### src/rtl/chg_pkg.sv
package chg_pkg;

  typedef enum logic [2:0] {
    ST_IDLE    = 3'd0,
    ST_PRE     = 3'd1,
    ST_FAST    = 3'd2,
    ST_TOPUP   = 3'd3,
    ST_STOPPED = 3'd4,
    ST_FAULT   = 3'd5
  } chg_state_e;

  // current flows in these states unless the die is hot
  function automatic logic state_charges(input chg_state_e s);
    return (s == ST_PRE) || (s == ST_FAST) || (s == ST_TOPUP);
  endfunction

  // undebounced active-low status level
  function automatic logic status_level_n(input chg_state_e s, input logic blink_ph);
    case (s)
      ST_PRE, ST_FAST: return 1'b0;
      ST_FAULT:        return blink_ph;
      default:         return 1'b1;
    endcase
  endfunction

  function automatic logic done_qualified(input logic top, input logic low_i);
    return top & low_i;
  endfunction

endpackage

### src/rtl/chg_tick_gen.sv
module chg_tick_gen #(
  parameter int TICK_CYC = 250000
) (
  input  logic clk,
  input  logic rst_n,
  output logic tick
);
  localparam int CW = (TICK_CYC > 1) ? $clog2(TICK_CYC) : 1;
  localparam logic [CW-1:0] LAST = CW'(TICK_CYC - 1);

  logic [CW-1:0] cnt_q;

  always_ff @(posedge clk or negedge rst_n) begin
    if (!rst_n) begin
      cnt_q <= '0;
    end else if (cnt_q == LAST) begin
      cnt_q <= '0;
    end else begin
      cnt_q <= cnt_q + 1'b1;
    end
  end

  assign tick = (cnt_q == LAST);

  generate
    if (TICK_CYC > 1) begin : g_chk
      assert_tick_isolated_R10 : assert property (@(posedge clk) disable iff (!rst_n)
        tick |=> !tick);
    end
  endgenerate

endmodule

### src/rtl/chg_blink.sv
module chg_blink #(
  parameter int BLINK_MS = 3000
) (
  input  logic clk,
  input  logic rst_n,
  input  logic run,
  input  logic tick,
  output logic phase
);
  localparam int BW = (BLINK_MS > 1) ? $clog2(BLINK_MS) : 1;
  localparam logic [BW-1:0] LAST = BW'(BLINK_MS - 1);

  logic [BW-1:0] cnt_q;
  logic          ph_q;
  logic          half_done;

  assign half_done = tick && (cnt_q == LAST);

  always_ff @(posedge clk or negedge rst_n) begin
    if (!rst_n) begin
      cnt_q <= '0;
      ph_q  <= 1'b0;
    end else if (!run) begin
      cnt_q <= '0;
      ph_q  <= 1'b0;
    end else if (half_done) begin
      cnt_q <= '0;
      ph_q  <= ~ph_q;
    end else if (tick) begin
      cnt_q <= cnt_q + 1'b1;
    end
  end

  assign phase = ph_q;

  assert_phase_moves_on_tick_R7 : assert property (@(posedge clk) disable iff (!rst_n)
    (run && !$stable(ph_q)) |-> $past(tick));

endmodule

### src/rtl/chg_deglitch.sv
module chg_deglitch #(
  parameter int DG_MS = 1
) (
  input  logic clk,
  input  logic rst_n,
  input  logic tick,
  input  logic raw_n,
  output logic filt_n
);
  localparam int DW = $clog2(DG_MS + 1);
  localparam logic [DW-1:0] LAST = DW'(DG_MS - 1);

  logic [DW-1:0] cnt_q;
  logic          out_q;
  logic          differs;

  assign differs = (raw_n != out_q);

  always_ff @(posedge clk or negedge rst_n) begin
    if (!rst_n) begin
      cnt_q <= '0;
      out_q <= 1'b1;
    end else if (!differs) begin
      cnt_q <= '0;
    end else if (tick) begin
      if (cnt_q == LAST) begin
        out_q <= raw_n;
        cnt_q <= '0;
      end else begin
        cnt_q <= cnt_q + 1'b1;
      end
    end
  end

  assign filt_n = out_q;

  assert_out_follows_raw_R10 : assert property (@(posedge clk) disable iff (!rst_n)
    !$stable(out_q) |-> (out_q == $past(raw_n)) && $past(tick));

endmodule

### src/rtl/chg_seq_fsm.sv
module chg_seq_fsm
  import chg_pkg::*;
(
  input  logic       clk,
  input  logic       rst_n,
  input  logic       pwr_ok,
  input  logic       bat_gt_pre,
  input  logic       bat_gt_top,
  input  logic       i_lt_min,
  input  logic       tmr_exp,
  input  logic       hot,
  output chg_state_e state,
  output logic       restart_pulse
);
  chg_state_e st_q, st_d;
  logic       restart_d, restart_q;
  logic       fin_ok;

  assign fin_ok = done_qualified(bat_gt_top, i_lt_min);

  always_comb begin
    st_d      = st_q;
    restart_d = 1'b0;
    if (!pwr_ok) begin
      st_d = ST_IDLE;
    end else if (!hot) begin
      case (st_q)
        ST_IDLE: begin
          st_d      = bat_gt_pre ? ST_FAST : ST_PRE;
          restart_d = 1'b1;
        end
        ST_PRE: begin
          if (tmr_exp)         st_d = ST_FAULT;
          else if (bat_gt_pre) st_d = ST_FAST;
        end
        ST_FAST: begin
          if (tmr_exp)     st_d = ST_FAULT;
          else if (fin_ok) st_d = ST_TOPUP;
        end
        ST_TOPUP: begin
          if (tmr_exp)          st_d = ST_STOPPED;
          else if (!bat_gt_top) st_d = ST_FAST;
        end
        ST_STOPPED: begin
          if (!bat_gt_top) begin
            st_d      = ST_FAST;
            restart_d = 1'b1;
          end
        end
        ST_FAULT: st_d = ST_FAULT;
        default:  st_d = ST_IDLE;
      endcase
    end
  end

  always_ff @(posedge clk or negedge rst_n) begin
    if (!rst_n) begin
      st_q      <= ST_IDLE;
      restart_q <= 1'b0;
    end else begin
      st_q      <= st_d;
      restart_q <= restart_d;
    end
  end

  assign state         = st_q;
  assign restart_pulse = restart_q;

  assert_supply_loss_idle_R1 : assert property (@(posedge clk) disable iff (!rst_n)
    !pwr_ok |=> (st_q == ST_IDLE));
  assert_restart_single_R2 : assert property (@(posedge clk) disable iff (!rst_n)
    restart_q |=> !restart_q);
  assert_done_needs_both_R4 : assert property (@(posedge clk) disable iff (!rst_n)
    (st_q == ST_FAST && pwr_ok && !hot && !tmr_exp) |=>
      ((st_q == ST_TOPUP) == $past(bat_gt_top && i_lt_min)));
  assert_fault_sticky_R8 : assert property (@(posedge clk) disable iff (!rst_n)
    (st_q == ST_FAULT && pwr_ok) |=> (st_q == ST_FAULT));
  assert_hot_freezes_R9 : assert property (@(posedge clk) disable iff (!rst_n)
    (hot && pwr_ok) |=> $stable(st_q));

endmodule

### src/rtl/chg_status_ctrl.sv
module chg_status_ctrl
  import chg_pkg::*;
#(
  parameter int TICK_CYC = 250000,
  parameter int DG_MS    = 1,
  parameter int BLINK_MS = 3000
) (
  input  logic clk,
  input  logic rst_n,
  input  logic pwr_ok,
  input  logic bat_gt_pre,
  input  logic bat_gt_top,
  input  logic i_lt_min,
  input  logic tmr_exp,
  input  logic hot,
  output logic stat_n,
  output logic chg_on,
  output logic tmr_clr
);
  chg_state_e state;
  logic       tick;
  logic       blink_ph;
  logic       in_fault;
  logic       raw_stat_n;

  chg_tick_gen #(.TICK_CYC(TICK_CYC)) u_tick (
    .clk(clk), .rst_n(rst_n), .tick(tick)
  );

  chg_seq_fsm u_fsm (
    .clk(clk), .rst_n(rst_n), .pwr_ok(pwr_ok), .bat_gt_pre(bat_gt_pre),
    .bat_gt_top(bat_gt_top), .i_lt_min(i_lt_min), .tmr_exp(tmr_exp),
    .hot(hot), .state(state), .restart_pulse(tmr_clr)
  );

  assign in_fault = (state == ST_FAULT);

  chg_blink #(.BLINK_MS(BLINK_MS)) u_blink (
    .clk(clk), .rst_n(rst_n), .run(in_fault), .tick(tick), .phase(blink_ph)
  );

  assign raw_stat_n = status_level_n(state, blink_ph);

  chg_deglitch #(.DG_MS(DG_MS)) u_dg (
    .clk(clk), .rst_n(rst_n), .tick(tick), .raw_n(raw_stat_n), .filt_n(stat_n)
  );

  assign chg_on = state_charges(state) && !hot;

  assert_hot_no_current_R9 : assert property (@(posedge clk) disable iff (!rst_n)
    hot |-> !chg_on);
  assert_fault_no_current_R7 : assert property (@(posedge clk) disable iff (!rst_n)
    in_fault |-> !chg_on);
  assert_clr_only_on_start_R6 : assert property (@(posedge clk) disable iff (!rst_n)
    tmr_clr |-> (state == ST_PRE || state == ST_FAST));

endmodule

### config.mk
export PLATFORM = sky130hd
export DESIGN_NAME = chg_status_ctrl
export DESIGN_NICKNAME = d
export VERILOG_FILES = /design/src/rtl/chg_pkg.sv /design/src/rtl/chg_tick_gen.sv /design/src/rtl/chg_blink.sv /design/src/rtl/chg_deglitch.sv /design/src/rtl/chg_seq_fsm.sv /design/src/rtl/chg_status_ctrl.sv
export SDC_FILE = /design/constraint.sdc
export NUM_CORES = 1
export LEC_CHECK = 0
export ABC_CLOCK_PERIOD_IN_PS = 5800
export BUFFER_PORTS_ARGS = -buffer_cell sky130_fd_sc_hd__buf_4
export CORE_ASPECT_RATIO = 0.75
export CORE_MARGIN = 2
export CORE_UTILIZATION = 30
export CTS_CLUSTER_DIAMETER = 200
export CTS_CLUSTER_SIZE = 14
export DETAILED_ROUTE_END_ITERATION = 8
export GPL_ROUTABILITY_DRIVEN = 0
export GPL_TIMING_DRIVEN = 0
export HOLD_SLACK_MARGIN = 0.15
export PLACE_DENSITY = 0.44
export SLEW_MARGIN = 15
export SYNTH_ARGS = -nofsm -noshare
export SYNTH_HDL_FRONTEND = slang
export SYNTH_HIERARCHICAL = 1
export SYNTH_SLANG_ARGS = --single-unit
### constraint.sdc
create_clock -name clk -period 5.8 [get_ports clk]
set_input_delay 1.16 -clock clk [delete_from_list [all_inputs] [get_ports clk]]
set_output_delay 1.16 -clock clk [all_outputs]
set_load 0.03 [all_outputs]
# After elaboration in Yosys (flattened, before gate mapping)
# Index checks and enable logic that the tools add are counted.
# op_classes
add_sub_neg	3
n_eq_ne	14
n_mux	24
n_bitwise	3
n_reduce_logical	9
# ops
operator	count
2-to-1 mux 12 bit	3
2-to-1 mux 3 bit	8
adder 18 x 1 -> 18 bit, second input constant	1
equality test 18 bit, second input constant	1
2-to-1 mux 18 bit	1
case mux 3 bit (6 select lines)	1
adder 12 x 1 -> 12 bit, second input constant	1
equality test 12 bit, second input constant	1
2-to-1 mux 1 bit	8
equality test 3 x 2 -> 1 bit, second input constant	2
equality test 3 bit, second input constant	2
inequality test 2 bit, second input constant	3
AND reduction 3 bit	2
inequality test 4 x 3 -> 1 bit, second input constant	1
inequality test 4 bit, second input constant	1
case mux 1 bit (2 select lines)	2
equality test 3 x 1 -> 1 bit, second input constant	1
logical NOT 3 bit	1
inequality test 3 bit, second input constant	1
logical AND 1 bit	2
logical OR 1 bit	2
2-to-1 mux 2 bit	1
NOT 1 bit	2
OR reduction 2 bit	1
4 further kinds	4
# word_totals
ff_bits	37
inputBits	8
output_inout_bits	3
wordCells	60

# Longest topological paths before layout
# logic_depth
word_depth	6
mapped_depth	9
depth_no_buf	8

# Hierarchy
# Netlist, hierarchy kept.
# by_module_without_submodules
mod	n_inst	cells_per_inst	area_per_inst_um2	seq_area_each_um2
chg_tick_gen	1	80	889.6	450.4
chg_blink	1	68	715.7	325.3
chg_seq_fsm	1	35	286.5	100.1
chg_deglitch	1	2	41.3	26.3
chg_status_ctrl	1	7	37.5	0.0

# Worst setup path before layout
# Ideal clock, no wire load.
# synth_path
path_kind	input to output
from	input hot
to	output chg_on
arrival_ns	1.841
required_ns	4.640
path_slack_ns	2.799
path_stages	1
path_buffers	0
path_cell_list	nor3_1
# synth_via
elab_chain_len	2
# synth_lines
item	line	rtl
start: declaration	chg_status_ctrl.sv:15	input logic hot,
logical NOT 1 bit	-	
logical AND 1 bit	chg_status_ctrl.sv:48	assign chg_on = state_charges(state) && !hot;
end: declaration	chg_status_ctrl.sv:17	output logic chg_on,
# Every way passes these cells.

# Worst setup path in the final report
# Same ends and word-level chain as after synthesis.

==> reports/qor.csv <==
stage,metric,value,unit
floorplanning,die width,97.6,um
sta,Final setup viols,0,
finish,final std cells w/o fill,291,
floorplanning,initial core utilization,0.312,
floorplanning,core area,6320,um2
grt,total track usage,0.115,
clocking,Worst-Skew Late Latency,0.28,ns
yosys,Synth Register Bits,36,
sta,Tmin final,2.85,ns
floorplanning,die height,74.2,um
sta,worst slew pin tran,0.590,ns
finish,final net count,219,
critical_path,Critical Path AT,1.69,ns
drt,Initial DRC Count,88,
critical_path,CP Capture Type,output pin,
grt,largest net degree at the start of global routing,37,
clocking,maximum root-to-sink buffer count,2,
critical_path,Worst R2R Start,u_tick/cnt_q[8]$_DFF_PN0_,
yosys,Yosys Warn Count,6,
status,status,"complete, no violations",
floorplanning,Row Count,25,
sta,Hold WS,0.498,ns
clocking,setup bufs post-CTS,0,
drt,drt total wl,3840,um
sta,Highest Clock Rate,350,MHz
sta,part of the cycle the worst path needs,0.492,
job,max capacitance violation total,0,
sta,Final Hold Viols,0,
critical_path,Setup crit end,chg_on,
finish,fraction of layout cells with a size suffix above 1,0.186,
placed_design,DP Wirelength,2720,um
drt,DRT Pass-1 Iters,4,
drt,drc violations,0,
yosys,"top cells by area, synth","dfrtp_1 (44%), xor2_1 (5.8%), nor2_1 (4.8%)",
sta,setup TNS,0,ns
clocking,CTS clock-pin slew for the worst setup and hold paths,0.08,ns
yosys,post-synthesis async set-or-reset flop share,1.00,
finish,"commonest non-fill, non-tap cells in the layout","dfrtp_1 (35), nor2_1 (25), nand2_1 (15), xor2_1 (13), buf_4 (10)",
critical_path,Setup crit start kind,input port,
yosys,number of synthesized flops with an enable pin,0,
placed_design,PortBufs,10,
pwr,total power,484,uW
yosys,Syn Nets,202,
yosys,share of the synthesized area in the top cell type,0.444,
pwr,Leakage,0.000940,uW
grt,"Remaining Overflow, GRT",0,
floorplanning,I/O Pins,11,
finish,antenna diode count,0,
critical_path,worst-case reg-to-reg path depth,7,
drt,final antenna-violating net count,0,
yosys,unique cell type count in the Yosys netlist,51,
grt,initial antenna violation count,0,
yosys,Mean Syn Cell Area,10.3,um2
critical_path,Reg-to-Reg End,u_blink/cnt_q[11]$_DFFE_PN0P_,
critical_path,Crit path required time,4.64,ns
clocking,Num CTS Buffers,5,
sta,RSZ-0062 raised after global routing,no,
worst_hold_path,Hold Startpoint,u_tick/cnt_q[11]$_DFF_PN0_,
finish,Area Growth Syn to Fin,13.7,%
critical_path,R2R Setup Slk,3.10,ns
sta,Worst Skew,0.00923,ns
critical_path,Setup CP Type,in -> out,
sta,Slew headroom,0.605,
critical_path,CP Launch Point,hot,
yosys,sequential cell area fraction in the yosys report,0.458,
grt,vias in the first global route,1368,
drt,Via density,4.98,
clocking,CTS tree,built,
yosys,Post-Syn Area,1970,um2
critical_path,CP max FO,6,
drt,WL/cell,13.2,um
clocking,Post-CTS Hold Buffers,0,
placed_design,placed instance count,283,
yosys,synthesized instance count,192,
clocking,clock root buffer,clkbuf_8,
finish,"most common cell after layout, fill and taps aside",dfrtp_1,
pwr,Max VDD drop,0.0892,mV
yosys,Yosys top cell by area,dfrtp_1,
grt,first-pass GRT wire length,6600,um
sta,"Slew Viols, Final",0,
clocking,clock sinks,36,
clocking,H-tree depth,2,
floorplanning,overall die area,7240,um2
worst_hold_path,Hold Crit Class,reg -> reg,
yosys,most used flip-flop cell after synthesis,dfrtp_1,
pwr,pwr dens,216,nW/um2
drt,routed vias,1448,
clocking,CTS resizes,0,
==> final cells by class <==
cell class                 instances  area, um2
fill                             635       4080
multi-input combinational        150       1030
sequential                        36        902
clock inverter                     1       7.51
timing repair buffer              10       75.1
buffer                             3       27.5
tap                               81        101
inverter                           3       11.3
clock buffer                       7       86.3
==> stage by stage <==
step | worst slack, ns | cell area, um2 | util
2_1_floorplan | 2.80 | 1970 | -
3_3_place_gp | 2.98 | 2150 | 0.340
3_5_place_dp | 2.95 | 2150 | 0.340
4_1_cts | 2.94 | 2240 | 0.355
5_1_grt | 2.90 | 2240 | 0.355
6_report | 2.95 | 2240 | 0.355
==> registers in the layout, indices dropped and copies added, names as in the netlist <==
register	cells
u_blink/phase	1
u_dg/filt_n	1
u_fsm/state	3
u_fsm/restart_pulse	1
u_tick/cnt_q	18
u_blink/cnt_q	12
==> layer usage <==
layer / up-vias / routed length, um / GRT usage
met5: - / 0 / 0
met1: 698 / 2030 / 0.162
met3: 5 / 140 / 0.0273
met4: 0 / 58 / 0.0463
li1: 717 / - / -
met2: 28 / 1620 / 0.174
==> worst max-delay path: stages <==
cell    delay [ns]
buf_4         0.13
nor3_1        0.20
buf_4         0.20
==> cells by family (layout without fill, tap and decap cells) <==
| group | count (synthesis) | count (layout) | synth area share |
|---|---|---|---|
| muxes | 5 | 5 | 0.0279 |
| DFF | 36 | 36 | 0.458 |
| adders and majority gates | 2 | 2 | 0.0127 |
| AOI/OAI and AO/OA | 22 | 22 | 0.0743 |
| buffers and inverters | 6 | 24 | 0.0197 |
| and+or+nand+nor | 99 | 99 | 0.310 |
| xor gates and xnor gates | 22 | 22 | 0.0978 |
==> synth_stat cells (2+ instances only) <==
cell and n:
nand2b_1 5, xor2_1 13, nand3b_1 2, nand2_1 15, and3_1 2, nand3_1 8
o31ai_1 3, or4_4 2, and4_1 2, a21oi_1 6, ha_1 2, buf_6 2
a21oi_2 3, and2_1 3, nor2_1 25, xnor2_1 9, mux2i_1 4, nand4_1 5
or3_1 2, nor4_1 5, inv_1 3, dfrtp_1 35, nor3_1 6, o21ai_0 3
==> worst min-delay path by stage <==
stage	to	cells after the start
floorplan	u_tick/cnt_q[0]$_DFF_PN0_	1
detailed placement	u_tick/cnt_q[11]$_DFF_PN0_	1
CTS	u_tick/cnt_q[0]$_DFF_PN0_	1
global route	u_tick/cnt_q[0]$_DFF_PN0_	1
global placement	u_tick/cnt_q[11]$_DFF_PN0_	1
finish	u_tick/cnt_q[11]$_DFF_PN0_	1
==> report_power, final <==
group	leakage [uW]	switching [uW]	internal, uW	total [uW]
Combinational	0.000413	21.8	16.1	37.9
Sequential	0.000483	5.69	254	259
Clock	0.0000445	90.2	96.6	187
Total	0.000940	118	366	484
No activity file was read; power rests on OpenSTA's default activity.
